$ cat config.mk
export PLATFORM = sky130hd
export DESIGN_NAME = pin_reset_filter
export DESIGN_NICKNAME = d
export VERILOG_FILES = /design/src/rtl/pinflt_pkg.sv /design/src/rtl/pinflt_cfg.sv /design/src/rtl/pinflt_sync.sv /design/src/rtl/pinflt_count.sv /design/src/rtl/pin_reset_filter.sv
export SDC_FILE = /design/constraint.sdc
export NUM_CORES = 1
export LEC_CHECK = 0
export BUFFER_PORTS_ARGS = -buffer_cell sky130_fd_sc_hd__buf_2
export CORE_MARGIN = 3
export CORE_UTILIZATION = 45
export DETAILED_ROUTE_END_ITERATION = 10
export GPL_TIMING_DRIVEN = 1
export PLACE_DENSITY = 0.68
export SLEW_MARGIN = 20
export SYNTH_ARGS = -nofsm -noshare
export SYNTH_HDL_FRONTEND = slang
export SYNTH_SLANG_ARGS = --single-unit
$ cat constraint.sdc
create_clock -name clk -period 2.1 [get_ports clk]
set_input_delay 0.525 -clock clk [delete_from_list [all_inputs] [get_ports clk]]
set_output_delay 0.525 -clock clk [all_outputs]
set_load 0.02 [all_outputs]
$ cat src/rtl/pinflt_pkg.sv
package pinflt_pkg;

    localparam int unsigned BYTE_W = 8;
    localparam int unsigned CTRL_W = 3;

    typedef enum logic [1:0] {
        SRC_PIN = 2'd0,
        SRC_BUS = 2'd1,
        SRC_LPO = 2'd2
    } flt_src_e;

    // Path choice: the stop-mode bit rules in stop, the two-bit field rules otherwise.
    function automatic flt_src_e pick_src(input logic [CTRL_W-1:0] ctrl, input logic in_stop);
        flt_src_e s;
        if (in_stop) begin
            s = ctrl[2] ? SRC_LPO : SRC_PIN;
        end else begin
            case (ctrl[1:0])
                2'b01:   s = SRC_BUS;
                2'b10:   s = SRC_LPO;
                default: s = SRC_PIN;
            endcase
        end
        return s;
    endfunction

endpackage

$ cat src/rtl/pinflt_cfg.sv
module pinflt_cfg
    import pinflt_pkg::*;
#(
    parameter int unsigned ADDR_W   = 3,
    parameter int unsigned CTRL_OFS = 4,
    parameter int unsigned WID_OFS  = 5,
    parameter int unsigned WID_W    = 5
) (
    input  logic                clk,
    input  logic                por_n,
    input  logic                wr_en,
    input  logic [ADDR_W-1:0]   addr,
    input  logic [BYTE_W-1:0]   wdata,
    output logic [BYTE_W-1:0]   rdata,
    output logic [CTRL_W-1:0]   ctrl_o,
    output logic [WID_W-1:0]    wid_o
);

    localparam logic [ADDR_W-1:0] A_CTRL = ADDR_W'(CTRL_OFS);
    localparam logic [ADDR_W-1:0] A_WID  = ADDR_W'(WID_OFS);

    typedef struct packed {
        logic [CTRL_W-1:0] ctrl;
        logic [WID_W-1:0]  wid;
    } cfg_t;

    cfg_t cfg_d, cfg_q;

    always_comb begin
        cfg_d = cfg_q;
        if (wr_en && addr == A_CTRL) cfg_d.ctrl = wdata[CTRL_W-1:0];
        if (wr_en && addr == A_WID)  cfg_d.wid  = wdata[WID_W-1:0];
    end

    // Only the power-on reset touches the configuration.
    always_ff @(posedge clk or negedge por_n) begin
        if (!por_n) cfg_q <= '0;
        else        cfg_q <= cfg_d;
    end

    always_comb begin
        rdata = '0;
        if (addr == A_CTRL)     rdata[CTRL_W-1:0] = cfg_q.ctrl;
        else if (addr == A_WID) rdata[WID_W-1:0]  = cfg_q.wid;
    end

    assign ctrl_o = cfg_q.ctrl;
    assign wid_o  = cfg_q.wid;


    ctrl_hold_chk: assert property (@(posedge clk) disable iff (!por_n)
        !(wr_en && addr == A_CTRL) |=> $stable(cfg_q.ctrl));


    wid_hold_chk: assert property (@(posedge clk) disable iff (!por_n)
        !(wr_en && addr == A_WID) |=> $stable(cfg_q.wid));

endmodule

$ cat src/rtl/pinflt_sync.sv
module pinflt_sync #(
    parameter int unsigned STAGES  = 2,
    parameter logic        IDLE_LV = 1'b1
) (
    input  logic clk,
    input  logic por_n,
    input  logic warm_rst_n,
    input  logic d_i,
    output logic q_o
);

    typedef struct packed {
        logic [STAGES-1:0] sh;
    } sync_t;

    sync_t sy_d, sy_q;

    always_comb begin
        sy_d = sy_q;
        if (!warm_rst_n) sy_d.sh = {STAGES{IDLE_LV}};
        else             sy_d.sh = {sy_q.sh[STAGES-2:0], d_i};
    end

    always_ff @(posedge clk or negedge por_n) begin
        if (!por_n) sy_q.sh <= {STAGES{IDLE_LV}};
        else        sy_q    <= sy_d;
    end

    assign q_o = sy_q.sh[STAGES-1];


    sync_step_chk: assert property (@(posedge clk) disable iff (!por_n)
        warm_rst_n |=> q_o == $past(sy_q.sh[STAGES-2]));

endmodule

$ cat src/rtl/pinflt_count.sv
module pinflt_count #(
    parameter int unsigned CNT_W = 6
) (
    input  logic             clk,
    input  logic             por_n,
    input  logic             clr_i,
    input  logic             tick_i,
    input  logic             sample_i,
    input  logic [CNT_W-1:0] need_i,
    output logic             level_o
);

    typedef struct packed {
        logic             level;
        logic [CNT_W-1:0] cnt;
    } flt_t;

    flt_t f_d, f_q;

    always_comb begin
        f_d = f_q;
        if (clr_i) begin
            f_d.level = 1'b1;
            f_d.cnt   = '0;
        end else if (tick_i) begin
            if (sample_i == f_q.level) begin
                f_d.cnt = '0;
            end else if (f_q.cnt + CNT_W'(1) >= need_i) begin
                f_d.level = sample_i;
                f_d.cnt   = '0;
            end else begin
                f_d.cnt = f_q.cnt + CNT_W'(1);
            end
        end
    end

    always_ff @(posedge clk or negedge por_n) begin
        if (!por_n) begin
            f_q.level <= 1'b1;
            f_q.cnt   <= '0;
        end else begin
            f_q <= f_d;
        end
    end

    assign level_o = f_q.level;


    clr_idle_chk: assert property (@(posedge clk) disable iff (!por_n)
        clr_i |=> (level_o && f_q.cnt == '0));


    no_tick_hold_chk: assert property (@(posedge clk) disable iff (!por_n)
        (!clr_i && !tick_i) |=> $stable(level_o));


    agree_restart_chk: assert property (@(posedge clk) disable iff (!por_n)
        (!clr_i && tick_i && sample_i == level_o) |=> (f_q.cnt == '0 && $stable(level_o)));

endmodule

$ cat src/rtl/pin_reset_filter.sv
module pin_reset_filter
    import pinflt_pkg::*;
#(
    parameter int unsigned ADDR_W      = 3,
    parameter int unsigned CTRL_OFS    = 4,
    parameter int unsigned WID_OFS     = 5,
    parameter int unsigned WID_W       = 5,
    parameter int unsigned LPO_TICKS   = 3,
    parameter int unsigned SYNC_STAGES = 2
) (
    input  logic              clk,
    input  logic              por_n,
    input  logic              warm_rst_n,
    input  logic              reset_pin_n,
    input  logic              bus_tick,
    input  logic              lpo_tick,
    input  logic              stop_mode,
    input  logic              lowleak_mode,
    input  logic              reg_wr,
    input  logic [ADDR_W-1:0] reg_addr,
    input  logic [7:0]        reg_wdata,
    output logic [7:0]        reg_rdata,
    output logic              rst_req
);

    localparam int unsigned CNT_W = $clog2((1 << WID_W) + 1);
    localparam logic [CNT_W-1:0] LPO_NEED = CNT_W'(LPO_TICKS);

    typedef struct packed {
        logic stop;
        logic lleak;
    } mode_t;

    mode_t mode_d, mode_q;

    logic [CTRL_W-1:0] ctrl;
    logic [WID_W-1:0]  wid;
    logic              pin_s;
    logic              bus_lvl, lpo_lvl;
    logic              stop_entry, lleak_now, lleak_entry;
    logic              bus_clr, lpo_clr;
    logic [CNT_W-1:0]  bus_need;
    flt_src_e          src;

    pinflt_cfg #(
        .ADDR_W   (ADDR_W),
        .CTRL_OFS (CTRL_OFS),
        .WID_OFS  (WID_OFS),
        .WID_W    (WID_W)
    ) u_cfg (
        .clk    (clk),
        .por_n  (por_n),
        .wr_en  (reg_wr),
        .addr   (reg_addr),
        .wdata  (reg_wdata),
        .rdata  (reg_rdata),
        .ctrl_o (ctrl),
        .wid_o  (wid)
    );

    pinflt_sync #(
        .STAGES  (SYNC_STAGES),
        .IDLE_LV (1'b1)
    ) u_sync (
        .clk        (clk),
        .por_n      (por_n),
        .warm_rst_n (warm_rst_n),
        .d_i        (reset_pin_n),
        .q_o        (pin_s)
    );

    // Mode-entry detection.
    always_comb begin
        lleak_now    = stop_mode && lowleak_mode;
        stop_entry   = stop_mode && !mode_q.stop;
        lleak_entry  = lleak_now && !mode_q.lleak;
        mode_d.stop  = stop_mode;
        mode_d.lleak = lleak_now;
    end

    always_ff @(posedge clk or negedge por_n) begin
        if (!por_n) mode_q <= '0;
        else        mode_q <= mode_d;
    end

    always_comb begin
        src      = pick_src(ctrl, stop_mode);
        bus_need = CNT_W'(wid) + CNT_W'(1);
        bus_clr  = !warm_rst_n || src != SRC_BUS || stop_entry;
        lpo_clr  = !warm_rst_n || src != SRC_LPO || lleak_entry;
    end

    pinflt_count #(.CNT_W(CNT_W)) u_bus_flt (
        .clk      (clk),
        .por_n    (por_n),
        .clr_i    (bus_clr),
        .tick_i   (bus_tick),
        .sample_i (pin_s),
        .need_i   (bus_need),
        .level_o  (bus_lvl)
    );

    pinflt_count #(.CNT_W(CNT_W)) u_lpo_flt (
        .clk      (clk),
        .por_n    (por_n),
        .clr_i    (lpo_clr),
        .tick_i   (lpo_tick),
        .sample_i (pin_s),
        .need_i   (LPO_NEED),
        .level_o  (lpo_lvl)
    );

    always_comb begin
        case (src)
            SRC_BUS: rst_req = !bus_lvl;
            SRC_LPO: rst_req = !lpo_lvl;
            default: rst_req = !pin_s;
        endcase
    end


    bus_hold_chk: assert property (@(posedge clk) disable iff (!por_n)
        (src == SRC_BUS && !bus_tick && warm_rst_n) |=> (src != SRC_BUS || $stable(rst_req)));


    lpo_hold_chk: assert property (@(posedge clk) disable iff (!por_n)
        (src == SRC_LPO && !lpo_tick && warm_rst_n && !lleak_entry)
            |=> (src != SRC_LPO || $stable(rst_req)));


    por_idle_chk: assert property (@(posedge clk) disable iff (!por_n)
        $rose(por_n) |-> (ctrl == '0 && wid == '0));

endmodule

==> flow_summary.yaml <==
pwr:
  p_switching_mw: 0.3463
  pwr-share-comb_pct: 26.1
  peakVddDrop_uv: 355.6
  power_frac_seq_pct: 46.5
  p_leak_nw: 0.9681
  switching_share_pct: 27.78
  clockPowerShare_pct: 27.4
  internal-power_mw: 0.9003
  p_per_area_nw_per_um2: 644.5
layout:
  ratio_of_cells_with_drive_above_1_in_the_final_layout_pct: 39.47
  stdcell_area_um2: 1934
  syn_to_final_growth_pct: 27.66
  post_layout_instance_count_excluding_filler_cells: 234
  design.final.nets: 223
  antenna_cells_inserted: 0
  finalCoreUtilization_pct: 61.84
  fillerInstances: 268
sta:
  rsz0062_at_grt: "true"
  max-slew-margin-rel_pct: 61.17
  postLayoutSetupSlackWorst_ns: -0.2457
  layout_worst_path_cycle_share_pct: 111.7
  final_worst_clock_skew_ns: 0.004873
  final_hold_viol_count: 0
  finalCriticalPeriod_ns: 2.346
  worst_slew_pin_slew_ns: 0.5824
  setup_viol_count_final: 8
  maxSlewViolCount: 0
  timing.fmax_ghz: 0.4263
  timing.hold.ws_ns: 0.1830
drt:
  vias: 1189
  via_per_inst: 5.081
  detail_route.first_pass.iterations: 4
  detail_route.iter0.violations: 46
  postRouteWirelength_mm: 3.000
  route.detailed.drc: 0
  wire_per_inst_um: 12.82
  ant_nets: 0
yosys:
  synth_top_family_by_area: "simple AND/OR/NAND/NOR gates"
  yosysWarningCount: 0
  synth-adder-area-share_pct: 9.909
  synth_async_sr_flop_share_pct: 100.0
  syn-instance-count: 147
  postSynthAreaPerCell_um2: 10.31
  yosys-top-cells-area: "sky130_fd_sc_hd__dfrtp_1 (36%), sky130_fd_sc_hd__ha_1 (9.9%), sky130_fd_sc_hd__dfstp_2 (6.9%)"
  synth_simple_gate_area_share_pct: 17.42
  synth_largest_area_cell: "sky130_fd_sc_hd__dfrtp_1"
  yosysMostFrequentCell: "sky130_fd_sc_hd__dfrtp_1"
  post_synth_num_cell_types: 39
  mappedNetlistArea_um2: 1515
  yosys.area_share.xor_xnor_pct: 5.202
  yosysSeqAreaShare_pct: 43.27
  synth_compound_gate_area_share_pct: 11.81
  number_of_enable_flip_flop_cells_after_synthesis: 0
  dominantRegCellSynth: "sky130_fd_sc_hd__dfrtp_1"
  postSynthRegisterBits: 26
  synthMuxAreaShare_pct: 7.927
  yosys-top-cells-count: "sky130_fd_sc_hd__dfrtp_1 (22), sky130_fd_sc_hd__ha_1 (12), sky130_fd_sc_hd__inv_1 (9), sky130_fd_sc_hd__nand2_1 (9), sky130_fd_sc_hd__mux2_2 (8)"
  post-synth-top-area-fraction_pct: 36.33
placed_design:
  dp.final_hpwl_mm: 2.351
  place.gp.congestion: 0.7954
  port_buffers: 22
  placed_cell_area_um2: 1809
  post-place-cells: 227
critical_path:
  reg2reg_setup_slack_ns: -0.25
  crit_path_end_kind: "register"
  crit_arrival_ns: 2.60
  worstSetupStartpointType: "register"
  timing.rr.end: "u_bus_flt.f_q[0]"
  ff2ff_path_depth: 9
  crit_slowest_cell: "sky130_fd_sc_hd__a2111o_1"
  timing_worst_setup_path_type: "register to register"
  rr_startpoint: "u_bus_flt.f_q[0]"
  critical_path.max_fanout: 5
  crit_path_cell_trace: "ha_4 > nand3_2 > xnor2_2 > ha_1 > a21oi_2 > nor2b_1 > a2111o_1 > or3_1 > o21ai_2"
  cpPeakStageDelay_ns: 0.47
  critPathRequiredTime_ns: 2.36
clocking:
  cts-root-buf: "sky130_fd_sc_hd__clkbuf_4"
  cts-buffers-inserted: 3
  cts.sink_count: 26
  clock_tree.buffer_depth: 2
  clock_tree.htree_level_count: 1
  worst_skew_pair_latency_ns: 0.31
  cts.reportedPaths.clkPinSlew_ns: 0.14
  cts.hold.buffers_added: 0
  tritoncts: "yes"
die:
  die-height_um: 64.03
  core_region_area_um2: 3128
  placement_rows: 20
  floorplan.die.width_um: 64.03
  boundaryPins: 29
  initial_utilization_pct: 48.44
  design.die.area_um2: 4099
global_route:
  grt_pass1_wl_mm: 5.188
  number_of_global_route_vias_before_repair: 1207
  grt_start_max_net_pins: 27
  global_route.usage.total_pct: 15.46
  gr-total-overflow: 0
  grt_antenna_before_repair: 0
hold_path:
  min_path_type: "input port to asynchronous set/reset pin"
run_status:
  violations: "setup timing"
  status: "finished, violations left"
job:
  max_cap_violations: 0
==> how the worst max path moves through the flow <==
stage / slack (ns) / cells after the start / startpoint / to
finish: -0.25 / 9 / u_bus_flt.f_q[0] / u_bus_flt.f_q[0]
global route: -0.38 / 9 / u_bus_flt.f_q[0] / u_bus_flt.f_q[0]
CTS: -0.23 / 9 / u_bus_flt.f_q[0] / u_bus_flt.f_q[0]
detailed placement: -0.22 / 9 / u_bus_flt.f_q[1] / u_bus_flt.f_q[0]
global placement: -0.19 / 8 / u_bus_flt.f_q[1] / u_bus_flt.f_q[0]
floorplan: -0.15 / 9 / u_bus_flt.f_q[0] / u_bus_flt.f_q[0]
==> registers in the layout, indices dropped and copies added (netlist names) <==
name and cells:
u_lpo_flt.level_o 1, u_sync.sy_q 2, u_cfg.ctrl_o 3, u_lpo_flt.f_q 6, mode_q 2, u_bus_flt.level_o 1, u_cfg.wid_o 5, u_bus_flt.f_q 6
==> cells by family (layout without fill, tap and decap cells) <==
group	Yosys count	after routing
simple gates	49	49
mux	11	11
flops	26	26
compound gates	25	25
xor+xnor	9	9
buf+inv	14	55
other cells	1	3
fa+ha+maj	12	12
==> through the flow <==
step / setup TNS, ns / power [mW] / worst slack, ns
global placement: -0.8661 / 0.8714 / -0.1859
floorplan: -0.2305 / 0.7669 / -0.1482
detailed placement: -1.284 / 0.8889 / -0.2247
CTS: -1.617 / 1.243 / -0.2253
global route: -2.557 / 1.320 / -0.3800
finish: -1.410 / 1.247 / -0.2457
==> per-layer routing <==
layer	part of all wire, %	global-route usage (%)	up-vias	wire, um
met5	0	0	-	0
met4	0.43	4.043	0	13
met3	2.7	1.933	2	81
met2	51	26.45	20	1515
met1	46	20.54	568	1389
li1	-	-	599	-
==> layout by cell type (no fill, tap or decap), types with 4 or more instances in the layout <==
cell type | Yosys | routed
sky130_fd_sc_hd__mux2_2 | 8 | 8
sky130_fd_sc_hd__nand3_1 | 6 | 5
sky130_fd_sc_hd__dfstp_2 | 4 | 4
sky130_fd_sc_hd__buf_4 | 3 | 19
sky130_fd_sc_hd__and2_1 | 4 | 4
sky130_fd_sc_hd__ha_1 | 12 | 9
sky130_fd_sc_hd__and3_1 | 5 | 5
sky130_fd_sc_hd__nor2_1 | 7 | 6
sky130_fd_sc_hd__nand2b_1 | 5 | 4
sky130_fd_sc_hd__xor2_1 | 5 | 5
sky130_fd_sc_hd__dfrtp_1 | 22 | 21
sky130_fd_sc_hd__a22o_1 | 4 | 4
sky130_fd_sc_hd__buf_2 | 0 | 21
sky130_fd_sc_hd__inv_1 | 9 | 9
sky130_fd_sc_hd__nand2_1 | 9 | 9
==> final cells by class <==
cell class / instances / area (um2) / share of cell area [%]
clock buffer: 3 / 22.52 / 1.164
clock inverter: 1 / 30.03 / 1.552
inverter: 10 / 37.54 / 1.940
multi-input combinational: 109 / 873.3 / 45.15
timing repair buffer: 41 / 259.0 / 13.39
sequential: 26 / 656.9 / 33.96
tap: 44 / 55.05 / 2.846
==> worst max-delay path: cells and delay by family (launching register included) <==
kind            cells  cell delay, ns
compound gates      3            0.71
fa+ha+maj           2            0.50
simple gates        3            0.49
flops               1            0.44
xor+xnor            1            0.15
==> power by group through the flow <==
stage	Sequential [mW]	Clock, mW	Combinational [mW]
6_report	0.580	0.341	0.326
5_1_grt	0.584	0.366	0.370
4_1_cts	0.576	0.350	0.317
3_5_place_dp	0.585	0	0.304
3_3_place_gp	0.583	0	0.289
2_1_floorplan	0.582	0	0.185
==> timing repair <==
| action | CTS | global route |
|---|---|---|
| buffers inserted | 1 | 3 |
| endpoints found under the setup margin | 8 | 10 |
| pin swaps | 7 | 4 |
| gates resized for setup | 5 | 9 |
No activity file was read; power rests on OpenSTA's default activity.
